===== config.mk =====
export PLATFORM = sky130hd
export DESIGN_NAME = acc_cpu
export DESIGN_NICKNAME = d
export VERILOG_FILES = /design/src/rtl/acc_cpu_pkg.sv /design/src/rtl/acc_cpu_decode.sv /design/src/rtl/acc_cpu_alu.sv /design/src/rtl/acc_cpu_trap.sv /design/src/rtl/acc_cpu.sv
export SDC_FILE = /design/constraint.sdc
export NUM_CORES = 1
export LEC_CHECK = 0
export ABC_AREA = 1
export BUFFER_PORTS_ARGS = -buffer_cell sky130_fd_sc_hd__buf_2
export CAP_MARGIN = 20
export CORE_UTILIZATION = 39
export CTS_BUF_LIST = sky130_fd_sc_hd__clkbuf_4
export CTS_CLUSTER_DIAMETER = 150
export DETAILED_ROUTE_END_ITERATION = 10
export PLACE_DENSITY = 0.67
export SYNTH_ARGS = -nofsm -noshare
export SYNTH_HDL_FRONTEND = slang
export SYNTH_SLANG_ARGS = --single-unit

===== constraint.sdc =====
create_clock -name clk -period 3.2 [get_ports clk]
set_input_delay 0.16 -clock clk [delete_from_list [all_inputs] [get_ports clk]]
set_output_delay 0.16 -clock clk [all_outputs]
set_load 0.02 [all_outputs]

===== src/rtl/acc_cpu_pkg.sv =====
package acc_cpu_pkg;

  localparam int OPC_W = 4;

  localparam logic [OPC_W-1:0] OPC_ADDI = 4'd1;
  localparam logic [OPC_W-1:0] OPC_ADDM = 4'd2;
  localparam logic [OPC_W-1:0] OPC_LDM  = 4'd3;
  localparam logic [OPC_W-1:0] OPC_STM  = 4'd4;
  localparam logic [OPC_W-1:0] OPC_JMP  = 4'd5;
  localparam logic [OPC_W-1:0] OPC_BZ   = 4'd6;
  localparam logic [OPC_W-1:0] OPC_CALL = 4'd7;
  localparam logic [OPC_W-1:0] OPC_JI   = 4'd8;

  localparam logic [1:0] DEST_NONE = 2'b00;
  localparam logic [1:0] DEST_ACC  = 2'b01;

  typedef enum logic [1:0] {ST_FETCH, ST_DECODE, ST_EXEC, ST_HALT} state_e;

  typedef struct packed {
    logic add;   // accumulator add
    logic imm;   // addend is the operand field
    logic rd;    // operand access reads memory
    logic wr;    // operand access writes memory
    logic ld;    // accumulator takes memory word
    logic jmp;
    logic bz;
    logic call;
    logic ji;
    logic bad;   // undefined opcode
  } ctrl_t;

  // Signed overflow of a two's complement sum, from the three sign bits
  function automatic logic signed_ovf(input logic sa, input logic sb, input logic ss);
    return (sa == sb) && (ss != sa);
  endfunction

endpackage


===== src/rtl/acc_cpu_decode.sv =====
module acc_cpu_decode
  import acc_cpu_pkg::*;
(
  input  logic [OPC_W-1:0] opc,
  output ctrl_t            ctrl
);

  always_comb begin
    ctrl = '0;
    case (opc)
      OPC_ADDI: begin ctrl.add = 1'b1; ctrl.imm = 1'b1; end
      OPC_ADDM: begin ctrl.add = 1'b1; ctrl.rd  = 1'b1; end
      OPC_LDM:  begin ctrl.ld  = 1'b1; ctrl.rd  = 1'b1; end
      OPC_STM:  ctrl.wr = 1'b1;
      OPC_JMP:  ctrl.jmp = 1'b1;
      OPC_BZ:   ctrl.bz = 1'b1;
      OPC_CALL: begin ctrl.call = 1'b1; ctrl.wr = 1'b1; end
      OPC_JI:   begin ctrl.ji = 1'b1; ctrl.rd = 1'b1; end
      default:  ctrl.bad = 1'b1;
    endcase
  end

endmodule


===== src/rtl/acc_cpu_alu.sv =====
module acc_cpu_alu
  import acc_cpu_pkg::*;
#(
  parameter int W = 16
) (
  input  logic [W-1:0] a,
  input  logic [W-1:0] b,
  output logic [W-1:0] sum,
  output logic         ovf
);

  assign sum = a + b;
  assign ovf = signed_ovf(a[W-1], b[W-1], sum[W-1]);

endmodule


===== src/rtl/acc_cpu_trap.sv =====
module acc_cpu_trap
  import acc_cpu_pkg::*;
#(
  parameter int DATA_W = 16,
  parameter int ADDR_W = 12
) (
  input  logic              clk,
  input  logic              rst_n,
  input  logic              fire,
  input  logic              clr,
  input  logic [OPC_W-1:0]  f_opc,
  input  logic [DATA_W-1:0] f_a,
  input  logic [DATA_W-1:0] f_b,
  input  logic [ADDR_W-1:0] f_pc,
  output logic              active,
  output logic [OPC_W-1:0]  t_opc,
  output logic [DATA_W-1:0] t_a,
  output logic [DATA_W-1:0] t_b,
  output logic [1:0]        t_dest,
  output logic [ADDR_W-1:0] t_pc
);

  logic capture;
  assign capture = fire && !active;

  always_ff @(posedge clk or negedge rst_n) begin
    if (!rst_n) begin
      active <= 1'b0;
      t_opc  <= '0;
      t_a    <= '0;
      t_b    <= '0;
      t_dest <= DEST_NONE;
      t_pc   <= '0;
    end else begin
      if (capture) begin
        t_opc  <= f_opc;
        t_a    <= f_a;
        t_b    <= f_b;
        t_dest <= DEST_ACC;
        t_pc   <= f_pc;
      end
      if (fire)     active <= 1'b1;
      else if (clr) active <= 1'b0;
    end
  end

  AST_TRAP_SETS: assert property (@(posedge clk) disable iff (!rst_n)
    fire |=> active);
  AST_CONTEXT_KEPT: assert property (@(posedge clk) disable iff (!rst_n)
    (fire && active) |=> ($stable(t_pc) && $stable(t_a) && $stable(t_b) && $stable(t_opc)));
  AST_CLR_RELEASES: assert property (@(posedge clk) disable iff (!rst_n)
    (clr && !fire) |=> !active);

endmodule


===== src/rtl/acc_cpu.sv =====
module acc_cpu
  import acc_cpu_pkg::*;
#(
  parameter int          DATA_W   = 16,
  parameter int unsigned TRAP_VEC = 1
) (
  input  logic                      clk,
  input  logic                      rst_n,
  input  logic                      trap_clr,
  output logic [DATA_W-OPC_W-1:0]   mem_addr,
  output logic                      mem_rd_en,
  output logic                      mem_wr_en,
  output logic [DATA_W-1:0]         mem_wdata,
  input  logic [DATA_W-1:0]         mem_rdata,
  output logic [DATA_W-1:0]         acc_out,
  output logic [DATA_W-OPC_W-1:0]   pc_out,
  output logic                      retire,
  output logic                      halted,
  output logic                      illegal,
  output logic                      trap_active,
  output logic [OPC_W-1:0]          trap_opc,
  output logic [DATA_W-1:0]         trap_src_a,
  output logic [DATA_W-1:0]         trap_src_b,
  output logic [1:0]                trap_dest,
  output logic [DATA_W-OPC_W-1:0]   trap_pc
);

  localparam int ADDR_W = DATA_W - OPC_W;
  localparam logic [ADDR_W-1:0] VEC = ADDR_W'(TRAP_VEC);

  state_e             st_q;
  logic [ADDR_W-1:0]  pc_q, pc_inc, pc_nxt, opnd;
  logic [DATA_W-1:0]  acc_q, ir_q, add_b, sum;
  ctrl_t              dec_c, ctrl_q;
  logic               ovf, bad_q;

  // Named events for checking
  logic ex, ex_add, ex_ovf, ex_call, ex_ctl, ex_seq, acc_zero;

  acc_cpu_decode u_dec (
    .opc  (mem_rdata[DATA_W-1 -: OPC_W]),
    .ctrl (dec_c)
  );

  assign pc_inc   = pc_q + ADDR_W'(1);
  assign opnd     = ir_q[ADDR_W-1:0];
  assign add_b    = ctrl_q.imm ? DATA_W'(opnd) : mem_rdata;
  assign acc_zero = (acc_q == '0);

  acc_cpu_alu #(.W(DATA_W)) u_alu (
    .a   (acc_q),
    .b   (add_b),
    .sum (sum),
    .ovf (ovf)
  );

  assign ex      = (st_q == ST_EXEC);
  assign ex_add  = ex && ctrl_q.add;
  assign ex_ovf  = ex_add && ovf;
  assign ex_call = ex && ctrl_q.call;
  assign ex_ctl  = ex && (ctrl_q.jmp || ctrl_q.bz || ctrl_q.call || ctrl_q.ji);
  assign ex_seq  = ex && !ex_ctl && !ex_ovf;

  // One memory access per state: instruction read in fetch, operand access in decode
  always_comb begin
    mem_addr  = pc_q;
    mem_rd_en = 1'b0;
    mem_wr_en = 1'b0;
    mem_wdata = acc_q;
    case (st_q)
      ST_FETCH: mem_rd_en = 1'b1;
      ST_DECODE: begin
        mem_addr  = mem_rdata[ADDR_W-1:0];
        mem_rd_en = dec_c.rd;
        mem_wr_en = dec_c.wr;
        mem_wdata = dec_c.call ? DATA_W'(pc_inc) : acc_q;
      end
      default: ;
    endcase
  end

  always_comb begin
    if (ex_ovf)            pc_nxt = VEC;
    else if (ctrl_q.jmp)   pc_nxt = opnd;
    else if (ctrl_q.bz)    pc_nxt = acc_zero ? opnd : pc_inc;
    else if (ctrl_q.call)  pc_nxt = opnd + ADDR_W'(1);
    else if (ctrl_q.ji)    pc_nxt = mem_rdata[ADDR_W-1:0];
    else                   pc_nxt = pc_inc;
  end

  always_ff @(posedge clk or negedge rst_n) begin
    if (!rst_n) begin
      st_q   <= ST_FETCH;
      pc_q   <= '0;
      acc_q  <= '0;
      ir_q   <= '0;
      ctrl_q <= '0;
      bad_q  <= 1'b0;
    end else begin
      case (st_q)
        ST_FETCH: st_q <= ST_DECODE;
        ST_DECODE: begin
          ir_q   <= mem_rdata;
          ctrl_q <= dec_c;
          if (dec_c.bad) begin
            st_q  <= ST_HALT;
            bad_q <= 1'b1;
          end else begin
            st_q <= ST_EXEC;
          end
        end
        ST_EXEC: begin
          pc_q <= pc_nxt;
          if (ctrl_q.add && !ovf) acc_q <= sum;
          else if (ctrl_q.ld)     acc_q <= mem_rdata;
          st_q <= ST_FETCH;
        end
        default: st_q <= ST_HALT;
      endcase
    end
  end

  acc_cpu_trap #(.DATA_W(DATA_W), .ADDR_W(ADDR_W)) u_trap (
    .clk    (clk),
    .rst_n  (rst_n),
    .fire   (ex_ovf),
    .clr    (trap_clr),
    .f_opc  (ir_q[DATA_W-1 -: OPC_W]),
    .f_a    (acc_q),
    .f_b    (add_b),
    .f_pc   (pc_q),
    .active (trap_active),
    .t_opc  (trap_opc),
    .t_a    (trap_src_a),
    .t_b    (trap_src_b),
    .t_dest (trap_dest),
    .t_pc   (trap_pc)
  );

  assign acc_out = acc_q;
  assign pc_out  = pc_q;
  assign retire  = ex;
  assign halted  = (st_q == ST_HALT);
  assign illegal = bad_q;

  logic unused_ctrl;
  assign unused_ctrl = ^{ctrl_q.rd, ctrl_q.wr, ctrl_q.bad};

  AST_SINGLE_ACCESS: assert property (@(posedge clk) disable iff (!rst_n)
    !(mem_rd_en && mem_wr_en));
  AST_RETIRE_SPACED: assert property (@(posedge clk) disable iff (!rst_n)
    retire |=> (!retire && mem_rd_en && mem_addr == pc_q));
  AST_SEQ_ADVANCE: assert property (@(posedge clk) disable iff (!rst_n)
    ex_seq |=> (pc_q == $past(pc_inc)));
  AST_BZ_FALLTHRU: assert property (@(posedge clk) disable iff (!rst_n)
    (ex && ctrl_q.bz && !acc_zero) |=> (pc_q == $past(pc_inc)));
  AST_CALL_LINK: assert property (@(posedge clk) disable iff (!rst_n)
    ex_call |-> ($past(mem_wr_en) && $past(mem_wdata) == DATA_W'(pc_inc)));
  AST_NO_OVERFLOW: assert property (@(posedge clk) disable iff (!rst_n)
    ex_ovf |=> ($stable(acc_q) && pc_q == VEC));
  AST_HALT_STICKY: assert property (@(posedge clk) disable iff (!rst_n)
    halted |=> (halted && illegal && !mem_rd_en && !mem_wr_en));

endmodule


# Word-level counts from Yosys, hierarchy flattened
# Cells that the tools add are included.
# word_totals
ff_bits	104
latchBits	0
ramBits	0
romBits	0
in_bits	19
output_inout_bits	112
memories	0
# classes
n_addsub	3
n_mul	0
n_div	0
n_lt_le_gt_ge	0
n_eq_ne	13
shift	0
n_mux	27
bitwise	1
reduce_logical	17
# ops
cell	n
2-to-1 mux 12 bit	7
2-to-1 mux 16 bit	5
adder 12 x 1 -> 12 bit, second input constant	2
adder 16 bit	1
== test 4 x 3 -> 1 bit, second input constant	4
zero test 16 bit	1
2-to-1 mux 1 bit	13
== test 4 x 2 -> 1 bit, second input constant	2
OR reduction 8 bit	1
one-hot mux 2 bit (3 select lines)	1
logical AND 1 bit	5
== test 2 bit, second input constant	2
== test 4 x 1 -> 1 bit, second input constant	1
== test 4 bit, second input constant	1
AND reduction 2 bit	2
nonzero test 2 bit	2
OR reduction 2 bit	2
OR reduction 3 bit	1
== test 2 x 1 -> 1 bit, second input constant	1
zero test 1 bit	2
zero test 2 bit	1
one-hot mux 1 bit (2 select lines)	1
== test 1 bit	1
!= test 1 bit	1
inverter 1 bit	1

# Logic depth before layout (Yosys ltp)
# Gate-level depths: netlist of the first run.
# logic_depth
ltp_word	8
mapped_depth	19

# Hierarchy
# From an unflattened synthesis of the first run, not the netlist that was laid out.
# unflattened
hier_cells	1003
area_unflattened_um2	6850.3
# by_module_without_submodules
mod	n_inst	cells_each	area_per_inst_um2	seq_area_each_um2
acc_cpu	1	580	3792.4	1351.3
acc_cpu_trap	1	217	1994.4	1251.2
acc_cpu_alu	1	182	952.2	0.0
acc_cpu_decode	1	24	111.4	0.0

# Worst setup path after synthesis of the first run
# No wires, ideal clock.
# synth_path
path_type	register -> register
startpoint	register ctrl_q[8] in the netlist's numbering
endpoint	register acc_q[6], in the netlist acc_out[6]
setup_time_ps	117
t_arrival_ps	2525
required_ps	3083
path_slack_ps	558
stages_incl_launch_ff	17
path_buffers	2
path_cell_list	dfrtp_1 inv_1 clkbuf_1 nand2_1 o21ai_0 ha_1 a21oi_1 nand2_1 a21oi_2 nand2_2 nand2_4 nand3_4 nand2_2 nand2_2 buf_4 nand2_1 nand2_1
# synth_via
elab_chain_cells	8
elab_cells_between_ends	10
cone_classes	1 x add/sub; 2 x eq/ne; 2 x mux; 5 x reduce/logical
# synth_rtl
element	line	source
start: declaration	acc_cpu.sv:34	ctrl_t dec_c, ctrl_q;
start signal: assignment	acc_cpu.sv:97	ctrl_q <= '0;
start signal: assignment	acc_cpu.sv:104	ctrl_q <= dec_c;
2-to-1 mux 16 bit (*)	acc_cpu.sv:47	assign add_b = ctrl_q.imm ? DATA_W'(opnd) : mem_rdata;
net add_b[10]	acc_cpu.sv:33	logic [DATA_W-1:0] acc_q, ir_q, add_b, sum;
adder 16 bit (*)	acc_cpu_alu.sv:12	assign sum = a + b;
!= test 1 bit (*)	acc_cpu_pkg.sv:34	return (sa == sb) && (ss != sa);
logical AND 1 bit (*)	acc_cpu_pkg.sv:34	
zero test 1 bit (*)	acc_cpu.sv:114	if (ctrl_q.add && !ovf) acc_q <= sum;
logical AND 1 bit (*)	acc_cpu.sv:114	
nonzero test 2 bit (no source line)	--	
AND reduction 2 bit (no source line)	--	
end signal: assignment	acc_cpu.sv:114	
end signal: assignment	acc_cpu.sv:115	else if (ctrl_q.ld) acc_q <= mem_rdata;
end: declaration	acc_cpu.sv:33	
# The timed path passes the listed nets; every way through them passes the cells marked *.
# A chain may end at the register's enable or synchronous reset.

# Final worst setup path of the first run
# layout_path
startpoint	register ir_q[6]
endpoint	register u_trap.t_b[0]
# layout_via
elab_chain_cells	6
# layout_rtl
element	line	source
start: declaration	acc_cpu.sv:33	
start signal: assignment	acc_cpu.sv:103	ir_q <= mem_rdata;
2-to-1 mux 16 bit	acc_cpu.sv:47	
net add_b[6]	acc_cpu.sv:33	
adder 16 bit	acc_cpu_alu.sv:12	
!= test 1 bit	acc_cpu_pkg.sv:34	
logical AND 1 bit	acc_cpu_pkg.sv:34	
logical AND 1 bit	acc_cpu.sv:59	assign ex_ovf = ex_add && ovf;
logical AND 1 bit	acc_cpu_trap.sv:24	assign capture = fire && !active;
end signal: assignment	acc_cpu_trap.sv:31	t_b <= '0;
end signal: assignment	acc_cpu_trap.sv:38	t_b <= f_b;
end: declaration	acc_cpu_trap.sv:18	output logic [DATA_W-1:0] t_b,
# The timed path passes the listed nets, and every way through them passes these cells.

==> flow_metrics.tcl, run 1 <==
set metrics [dict create \
    cp_cell_sequence "inv_1 -> o21ai_0 -> buf_4 -> ha_1 -> nand2_2 -> inv_1 -> a21oi_2 -> nand2_2 -> nand2_4 -> nand2_2 -> nand2_4 -> nand2_4 -> nand3_2 -> buf_12 -> nand2_1 -> nand2_1" \
    crit_required_ns 3.66 \
    final_util_pct 47.6 \
    power_density_nw_per_um2 1020 \
    cts_buffers 9 \
    status "finished clean" \
    rsz0062_at_grt "false" \
    drv_slew 0 \
    ios 131 \
    cts.path.max_buffers 2 \
    yosysSeqAreaShare_pct 38.5 \
    reg2reg_depth 16 \
    grt_max_degree 74 \
    synth_edf_count 0 \
    wirelength_mm 22.7 \
    hold_path_class "input port to flop" \
    die_x_um 134 \
    drtPass1Iterations 7 \
    yosys_warnings 0 \
    cts_tree "built" \
    synth_commonest_cells "nand2_1 (386), dfrtp_1 (104), inv_1 (97)" \
    nNetsFinal 1174 \
    synth_area_um2 6750 \
    grt_pass1_vias 6426 \
    cts.sink_count 104 \
    skew_ns 0.0242 \
    drt_iter0_markers 801 \
    avgSynthCellArea_um2 6.77 \
    gp_congestion 0.929 \
    crit_cells 16 \
    initial_core_util_pct 40.3 \
    slowest_stage "dfrtp_1" \
    dp_hpwl_mm 17.1 \
    async_flop_share_pct 100 \
    h-tree-depth 3 \
    worstPathArrival_ns 3.40 \
    cts_root_buf "clkbuf_4" \
    maxCapViolCount 0 \
    worst_pin_slew_ns 0.726 \
    synthDistinctLibCells 42 \
    crit_fanout 73 \
    synthFlopType "dfrtp_1" \
    synth_seq_cells 104 \
    slowest_delay_ns 0.50 \
    yosysMostFrequentCell "nand2_1" \
    start_kind "flop" \
    io_buffer_count 129 \
    area_growth_pct 18.1 \
    crit_path_end_kind "flop" \
    setup.worst_path.class "flop to flop" \
    tns_ns 0 \
    grt-ovfl-total 0 \
    vias_per_cell 5.24 \
    synth_top_area_share_pct 38.5 \
    vias 7138 \
    clk_pin_slew_ns 0.19 \
    die_area_um2 17800 \
    path_delay_family "simple AND/OR/NAND/NOR gates" \
    synth_area_leader_cell "dfrtp_1" \
    finalHoldViolations 0 \
    drive_above_1_share_pct 17.2 \
    die_y_um 134 \
    fin_crit_ns 2.95 \
    ir_drop_mv 0.516 \
    synth_nets 1035 \
    postSynthCellCount 998 \
    cp_num_buf_inv 4 \
    row_count 47 \
    finalCritPeriodShare_pct 92.1 \
    grt_pass1_wl_mm 35.2 \
    hold_depth 5 \
    wl_per_cell_um 16.7 \
    coreArea_um2 16800 \
    ant_nets 0 \
    synth_area_leaders "dfrtp_1 (39%), nand2_1 (21%), o21ai_0 (6.3%)" \
    leakage_nw 4.41 \
    setup_viol 0 \
    clk_latency_ns 0.51 \
    route.detailed.drc 0 \
    antenna_found_initial 1 \
    grt_usage_pct 25.8 \
    slew_headroom_pct 51.6 \
    fmax_mhz 339 \
]
-- power by group --
group / leakage [nW] / total (mW) / internal, mW / switching, mW
Clock: 0.0740 / 0.687 / 0.192 / 0.495
Combinational: 2.99 / 4.97 / 1.63 / 3.35
Sequential: 1.34 / 2.47 / 1.82 / 0.656
Total: 4.41 / 8.13 / 3.63 / 4.50
-- tightest hold or removal path, stage by stage --
cell     delay (ns)
buf_2          0.14
nand2_1        0.07
nand2_1        0.05
nand2_1        0.05
nand2_1        0.04
-- cells in the final DEF, fill, tap and decap left out, drive strengths merged --
cell type    Yosys  layout
nand2          397     397
buf             16     151
o21ai          107     107
dfrtp          104     104
inv            100     103
nand3           67      67
nor2            63      63
a21oi           42      42
nand4           20      20
ha              17      17
dlygate4sd3      0      16
clkbuf          23      11
xor2             8       8
o211ai           5       5
o22ai            5       5
clkinv           3       5
o21bai           4       4
and2             4       4
or2              3       3
a31oi            2       2
nor3             2       2
diode            0       1
nor4             1       1
nand3b           1       1
o32ai            1       1
xnor2            1       1
fa               1       1
conb             1       1
-- state kept, by name (all words and copies together) (netlist names) --
register	flops
pc_out	12
ir_q	16
u_trap.active	1
st_q	2
u_trap.t_a	16
u_trap.t_opc	4
ctrl_q	7
u_trap.t_b	16
illegal	1
u_trap.t_pc	12
acc_out	16
u_trap.t_dest	1
-- timing repair --
item / CTS / global route
setup endpoints to repair: 0 / 56
gates resized for setup: 0 / 4
setup buffers: 0 / 2
hold endpoints to repair: 72 / 0
hold buffers: 16 / 0
-- cells by family (layout without fill, tap and decap cells) --
| kind of cell | Yosys count | after routing | share of synthesized area (%) |
|---|---|---|---|
| and+or+nand+nor | 558 | 558 | 34.9 |
| AOI/OAI and AO/OA | 166 | 166 | 13.1 |
| buffers and inverters | 142 | 286 | 8.82 |
| DFF | 104 | 104 | 38.5 |
| adders and majority gates | 18 | 18 | 3.45 |
| xor gates and xnor gates | 9 | 9 | 1.17 |
| other | 1 | 2 | 0.0555 |
-- metal layers --
layer,global-route usage [%],vias to the layer above,routed length [um]
li1,-,3483,-
met1,37.3,3270,10700
met2,37.3,341,9520
met3,6.05,44,1940
met4,9.03,0,635
met5,0,-,0
-- final cells by class --
cell class	instances	area (um2)
inverter	103	389
timing repair buffer	167	1010
clock buffer	11	82.6
sequential	104	2600
tap	220	275
antenna	1	2.50
clock inverter	5	46.3
multi-input combinational	752	3560
fill	1763	8790
-- path summary, 6_finish.rpt --
kind                       slack [ns]                 from                   endpoint
max                              0.25  ir_q[6]$_DFFE_PN0P_  u_trap.t_b[0]$_DFFE_PN0P_
min                              0.02        mem_rdata[15]    acc_out[15]$_DFFE_PN0P_
max reg2reg                      0.25  ir_q[6]$_DFFE_PN0P_  u_trap.t_b[0]$_DFFE_PN0P_
min reg2reg                      0.48    st_q[0]$_DFF_PN0_          st_q[1]$_DFF_PN0_
max in group asynchronous        2.22                rst_n  u_trap.t_b[6]$_DFFE_PN0P_
min in group asynchronous        0.23                rst_n      ctrl_q[2]$_DFFE_PN0P_
-- stage by stage --
step / power (mW) / instances / cell area (um2) / setup WS [ns] / hold slack, ns
after floorplan: 5.70 / 998 / 6750 / 0.558 / -0.136
after global placement: 7.31 / 1328 / 7650 / 0.139 / 0.265
after detailed placement: 7.37 / 1328 / 7650 / 0.190 / 0.260
after CTS: 8.08 / 1360 / 7940 / 0.143 / 0.00227
after global routing: 8.80 / 1363 / 7970 / 0.0235 / 0.0120
final: 8.13 / 1363 / 7970 / 0.253 / 0.0243
Power figures use the tool's default switching activity.
==> run 2, diff against run 1 <==
--- a/config.mk
+++ b/config.mk
@@ -8,6 +8,7 @@
 export ABC_AREA = 1
 export BUFFER_PORTS_ARGS = -buffer_cell sky130_fd_sc_hd__buf_2
 export CAP_MARGIN = 20
+export CORE_MARGIN = 4
 export CORE_UTILIZATION = 39
 export CTS_BUF_LIST = sky130_fd_sc_hd__clkbuf_4
 export CTS_CLUSTER_DIAMETER = 150
==> run 2 against run 1 <==
Setup slack worse by 0.10 ns. Non-clock buffer count up 7. Sequential share of layout area down 0.13 points. Register-to-register slack worse by 0.10 ns. Flip-flop and latch count unchanged. Fmax down 3.3%. Combinational power up 3%. Die area up 9.2%. Critical path type unchanged.
==> flow_metrics.tcl, run 2 (synthesized netlist as in run 1, its figures left out) <==
set metrics [dict create \
    drtPass1Iterations 7 \
    coreArea_um2 16800 \
    wl_per_cell_um 16.9 \
    die_area_um2 19500 \
    antenna_found_initial 1 \
    rsz0062_at_grt "false" \
    power_frac_seq_pct 29.6 \
    regToRegSetupSlack_ns 0.15 \
    fin_crit_ns 3.05 \
    cts_root_buf "clkbuf_4" \
    status "finished clean" \
    mostFrequentLayoutCells "nand2_1 (386), buf_2 (128), dfrtp_1 (104), inv_1 (97), o21ai_0 (83)" \
    worst_pin_slew_ns 0.718 \
    hold_depth 5 \
    combPwrFrac_pct 62.4 \
    final_common_cell "nand2_1" \
    dp_hpwl_mm 17.7 \
    worstPathArrival_ns 3.48 \
    cts.sink_count 104 \
    internal_power_mw 3.67 \
    cp_num_buf_inv 2 \
    power_switching_mw 4.50 \
    maxCapViolCount 0 \
    finalCritPeriodShare_pct 95.3 \
    finalHoldViolations 0 \
    r2r_start "ir_q[10]$_DFFE_PN0P_" \
    area_growth_pct 18.5 \
    setup_viol 0 \
    gp_congestion 0.928 \
    grt_max_degree 48 \
    cts_tree "built" \
    route.detailed.drc 0 \
    row_count 47 \
    die_x_um 140 \
    ios 131 \
    start_kind "flop" \
    setup.worst_path.class "flop to flop" \
    path_delay_family "compound AO/OA/AOI/OAI gates" \
    power_density_nw_per_um2 1020 \
    clkPwrFrac_pct 7.9 \
    crit_required_ns 3.63 \
    crit_start "ir_q[10]$_DFFE_PN0P_" \
    skew_ns 0.0292 \
    reg2reg_depth 13 \
    die_y_um 140 \
    slowest_stage "dfrtp_1" \
    grt-ovfl-total 0 \
    fmax_mhz 328 \
    ir_drop_mv 0.481 \
    hp-start "mem_rdata[1]" \
    cts.path.max_buffers 2 \
    h-tree-depth 3 \
    ant_nets 0 \
    vias_per_cell 5.17 \
    hold_path_class "input port to flop" \
    crit_fanout 31 \
    drive_above_1_share_pct 17.7 \
    hold_path_end "acc_out[1]$_DFFE_PN0P_" \
    crit_cells 13 \
    grt_pass1_vias 6509 \
    initial_core_util_pct 40.3 \
    tns_ns 0 \
    cp_cell_sequence "inv_1 -> o21ai_0 -> ha_1 -> a21oi_1 -> nand2_1 -> a21oi_2 -> nand2_2 -> nand2_4 -> nand2_4 -> nand3_2 -> buf_4 -> nand2_1 -> o21ai_1" \
    nNetsFinal 1181 \
    leakage_nw 4.42 \
    vias 7081 \
    switching_share_pct 55.1 \
    io_buffer_count 129 \
    clk_pin_slew_ns 0.16 \
    grt_usage_pct 23.4 \
    drv_slew 0 \
    grt_pass1_wl_mm 36.1 \
    timing.rr.end "u_trap.t_a[8]$_DFFE_PN0P_" \
    n_fill_cell 1760 \
    cts_buffers 9 \
    slowest_delay_ns 0.46 \
    slew_headroom_pct 52.1 \
    crit_path_end_kind "flop" \
    clk_latency_ns 0.51 \
    wirelength_mm 23.2 \
    drt_iter0_markers 824 \
    total_power_mw 8.16 \
]
==> run 2: cell types whose count changed in the layout (fill, tap and decap cells not counted), sizes merged <==
cell	before	now
dlygate4sd3	16	14
clkinvlp	0	3
buf	151	160
inv	103	101
clkbuf	11	10
==> run 2: area by class of cell <==
| type | count | area, um2 | area share [%] |
|---|---|---|---|
| tap | 220 | 275 | 3.44 |
| multi-input combinational | 752 | 3560 | 44.5 |
| inverter | 103 | 389 | 4.86 |
| antenna | 1 | 2.50 | 0.0313 |
| timing repair buffer | 174 | 1050 | 13.1 |
| clock buffer | 10 | 75.1 | 0.938 |
| sequential | 104 | 2600 | 32.5 |
| clock inverter | 6 | 43.8 | 0.547 |
==> run 2: what timing repair did <==
item,in CTS,in global routing
endpoints found under the setup margin,0,47
buffers inserted,0,1
hold endpoints to repair,58,0
hold buffers,14,0
resized for setup,0,3
==> run 2: metal layers <==
layer  vias to the layer above  share of wire, %  global-route usage (%)
met5                         -                 0                       0
met3                        37               9.7                    6.28
met2                       358                43                    35.3
li1                       3489                 -                       -
met1                      3197                45                    33.8
met4                         0               2.1                    5.61
==> run 2: worst max-delay path by stage <==
stage / end / slack (ns)
6_report: u_trap.t_a[8]$_DFFE_PN0P_ / 0.15
5_1_grt: u_trap.t_b[1]$_DFFE_PN0P_ / 0.0005
4_1_cts: u_trap.t_pc[7]$_DFFE_PN0P_ / 0.1
3_5_place_dp: u_trap.t_pc[7]$_DFFE_PN0P_ / 0.14
3_3_place_gp: u_trap.t_pc[7]$_DFFE_PN0P_ / 0.20
2_1_floorplan: acc_out[6]$_DFFE_PN0P_ / 0.56
==> run 2: worst register-to-register path, cell delays in order (launching register included) <==
cell     delay [ns]
dfrtp_1        0.46
inv_1          0.12
o21ai_0        0.44
ha_1           0.39
a21oi_1        0.21
nand2_1        0.11
a21oi_2        0.27
nand2_2        0.12
nand2_4        0.15
nand2_4        0.09
nand3_2        0.13
buf_4          0.34
nand2_1        0.09
o21ai_1        0.09
==> run 2: metrics by stage <==
stage          cell area, um2  cells  hold slack, ns  util, %  setup WS (ns)
6_report                 8000   1370          0.0340     47.7          0.152
3_3_place_gp             7720   1338           0.220     46.0          0.197
2_1_floorplan            6750    998          -0.136        -          0.558
3_5_place_dp             7720   1338           0.226     46.0          0.136
5_1_grt                  8000   1370          0.0111     47.7       0.000528
4_1_cts                  7980   1368         0.00711     47.6         0.0995
==> run 2: power groups by stage <==
stage	combinational (mW)	sequential [mW]	clock [mW]
2_1_floorplan	3.00	2.69	0
3_3_place_gp	4.98	2.44	0
3_5_place_dp	5.03	2.43	0
4_1_cts	5.06	2.40	0.663
5_1_grt	5.64	2.49	0.712
6_report	5.10	2.42	0.648
==> run 3, diff against run 2 <==
--- a/config.mk
+++ b/config.mk
@@ -6,14 +6,14 @@
 export NUM_CORES = 1
 export LEC_CHECK = 0
 export ABC_AREA = 1
-export BUFFER_PORTS_ARGS = -buffer_cell sky130_fd_sc_hd__buf_2
 export CAP_MARGIN = 20
 export CORE_MARGIN = 4
 export CORE_UTILIZATION = 39
 export CTS_BUF_LIST = sky130_fd_sc_hd__clkbuf_4
 export CTS_CLUSTER_DIAMETER = 150
 export DETAILED_ROUTE_END_ITERATION = 10
-export PLACE_DENSITY = 0.67
+export DONT_BUFFER_PORTS = 1
+export PLACE_DENSITY = 0.54
 export SYNTH_ARGS = -nofsm -noshare
 export SYNTH_HDL_FRONTEND = slang
 export SYNTH_SLANG_ARGS = --single-unit
==> run 3 against run 2 <==
The flow now finishes with violations (negative hold slack). First-iteration DRC count fell by 1.2%. Clock-buffer cell count did not move. Die area did not move. Setup slack improved by 0.13 ns. Clock power rose by 7.7%. Critical path type unchanged. Largest power group unchanged. Highest routed layer unchanged.
==> flow_metrics.tcl, run 3 (synthesized netlist as in run 1, its figures left out) <==
set metrics [dict create \
    status "finished with violations" \
    violations "negative hold slack" \
    ir_drop_mv 0.517 \
    power_density_nw_per_um2 1040 \
    h-tree-depth 3 \
    cts_tree "built" \
    drt_iter0_markers 814 \
    setup_viol 0 \
    hold_ws_ns -0.00718 \
    finalWorstSetupSlack_ns 0.277 \
    worstPathArrival_ns 3.32 \
    grt_usage_pct 24.9 \
    wirelength_mm 24.5 \
    hold_path_end "u_trap.t_b[1]$_DFFE_PN0P_" \
    fmax_mhz 342 \
    fin_crit_ns 2.92 \
    gp_congestion 0.935 \
    worst_pin_slew_ns 0.886 \
    mostFrequentLayoutCells "nand2_1 (386), dfrtp_1 (104), inv_1 (97), o21ai_0 (81), nand3_1 (63)" \
    drv_slew 0 \
    grt-ovfl-total 0 \
    io_buffer_count 0 \
    clk_latency_ns 0.49 \
    timing.rr.end "u_trap.t_pc[5]$_DFFE_PN0P_" \
    crit_path_end_kind "flop" \
    reg2reg_depth 16 \
    cts_buffers 9 \
    vias 6671 \
    vias_per_cell 5.35 \
    skew_ns 0.0194 \
    coreArea_um2 16800 \
    hp-start "mem_rdata[1]" \
    drtPass1Iterations 7 \
    cp_cell_sequence "inv_1 -> buf_4 -> o21ai_0 -> buf_4 -> ha_1 -> nand2_1 -> nor2_2 -> and2_2 -> nand2_4 -> nand2_2 -> nand2_4 -> nand2_4 -> nand3_2 -> buf_12 -> nand2_1 -> o21ai_0" \
    area_growth_pct 10.5 \
    regToRegSetupSlack_ns 0.28 \
    grt_pass1_wl_mm 37.8 \
    slowest_stage "dfrtp_1" \
    slew_headroom_pct 40.3 \
    die_y_um 140 \
    leakage_nw 3.89 \
    row_count 47 \
    nNetsFinal 1060 \
    crit_fanout 60 \
    drive_above_1_share_pct 7.21 \
    initial_core_util_pct 40.3 \
    slowest_delay_ns 0.41 \
    pre_cts_ws_ns 0.148 \
    ant_nets 0 \
    hold_depth 2 \
    maxCapViolCount 0 \
    finalCritPeriodShare_pct 91.4 \
    dp_hpwl_mm 17.9 \
    final_common_cell "nand2_1" \
    antenna_found_initial 1 \
    die_area_um2 19500 \
    rsz0062_at_grt "true" \
    die_x_um 140 \
    ios 131 \
    cp_common_cell "nand2_4" \
    cts_root_buf "clkbuf_4" \
    setup.worst_path.class "flop to flop" \
    start_kind "flop" \
    clk_pin_slew_ns 0.17 \
    grt_max_degree 105 \
    hold_path_class "input port to flop" \
    grt_pass1_vias 6128 \
    n_fill_cell 1752 \
    crit_required_ns 3.59 \
    cts_setup_buffers 0 \
    route.detailed.drc 0 \
    finalHoldViolations 1 \
    cts.path.max_buffers 2 \
    r2r_start "ctrl_q[8]$_DFFE_PN0P_" \
    wl_per_cell_um 19.6 \
    cts.sink_count 104 \
]
-- run 3: timing repair --
item / CTS / global route
gates resized for setup: 0 / 7
endpoints found under the setup margin: 0 / 65
hold endpoints to repair: 152 / 0
hold buffers: 21 / 0
-- run 3: metrics by stage --
step	cell area, um2	utilization, %	TNS, ns	power [mW]	cells
after floorplan	6750	-	0	5.70	998
after global placement	7100	42.3	0	6.98	1211
after detailed placement	7100	42.3	0	6.98	1211
after CTS	7450	44.4	0	7.77	1246
after global routing	7460	44.5	-0.00141	8.46	1247
final	7460	44.5	0	7.78	1247
-- run 3: critical path: cells and delay by family, from the launching register on --
| kind | cells | cell delay [ns] |
|---|---|---|
| AOI/OAI and AO/OA | 2 | 0.19 |
| DFF | 1 | 0.41 |
| and+or+nand+nor | 9 | 1.16 |
| buffers and inverters | 4 | 0.68 |
| adders and majority gates | 1 | 0.35 |
-- run 3: worst max-delay path by stage --
stage / start / endpoint / depth (start not counted)
2_1_floorplan: ctrl_q[8]$_DFFE_PN0P_ / acc_out[6]$_DFFE_PN0P_ / 16
3_3_place_gp: ctrl_q[8]$_DFFE_PN0P_ / acc_out[0]$_DFFE_PN0P_ / 14
3_5_place_dp: ctrl_q[8]$_DFFE_PN0P_ / u_trap.t_b[2]$_DFFE_PN0P_ / 13
4_1_cts: ctrl_q[8]$_DFFE_PN0P_ / u_trap.t_b[2]$_DFFE_PN0P_ / 13
5_1_grt: ctrl_q[8]$_DFFE_PN0P_ / acc_out[14]$_DFFE_PN0P_ / 18
6_report: ctrl_q[8]$_DFFE_PN0P_ / u_trap.t_pc[5]$_DFFE_PN0P_ / 16
-- run 3: cell type report --
type                            instances  area, um2  share of cell area, %
Clock buffer                           10       75.1                   1.01
Clock inverter                          4       47.5                  0.637
Sequential cell                       104       2600                   34.9
Timing Repair Buffer                   53        493                   6.61
Antenna cell                            1       2.50                 0.0335
Tap cell                              220        275                   3.69
Inverter                              103        392                   5.25
Multi-Input combinational cell        752       3580                   47.9
-- run 3: report_power, final --
part | switching (mW) | leakage, nW | total, mW | internal [mW]
Clock | 0.460 | 0.0697 | 0.698 | 0.237
Combinational | 2.92 | 2.48 | 4.25 | 1.32
Sequential | 1.02 | 1.35 | 2.84 | 1.81
Total | 4.41 | 3.89 | 7.78 | 3.37
-- run 3: metal layers --
metal	wire (um)	share of wire, %	GRT usage [%]
met3	2450	10	6.35
met5	0	0	0
met1	11300	46	37.0
met2	10300	42	36.4
met4	354	1.4	5.92
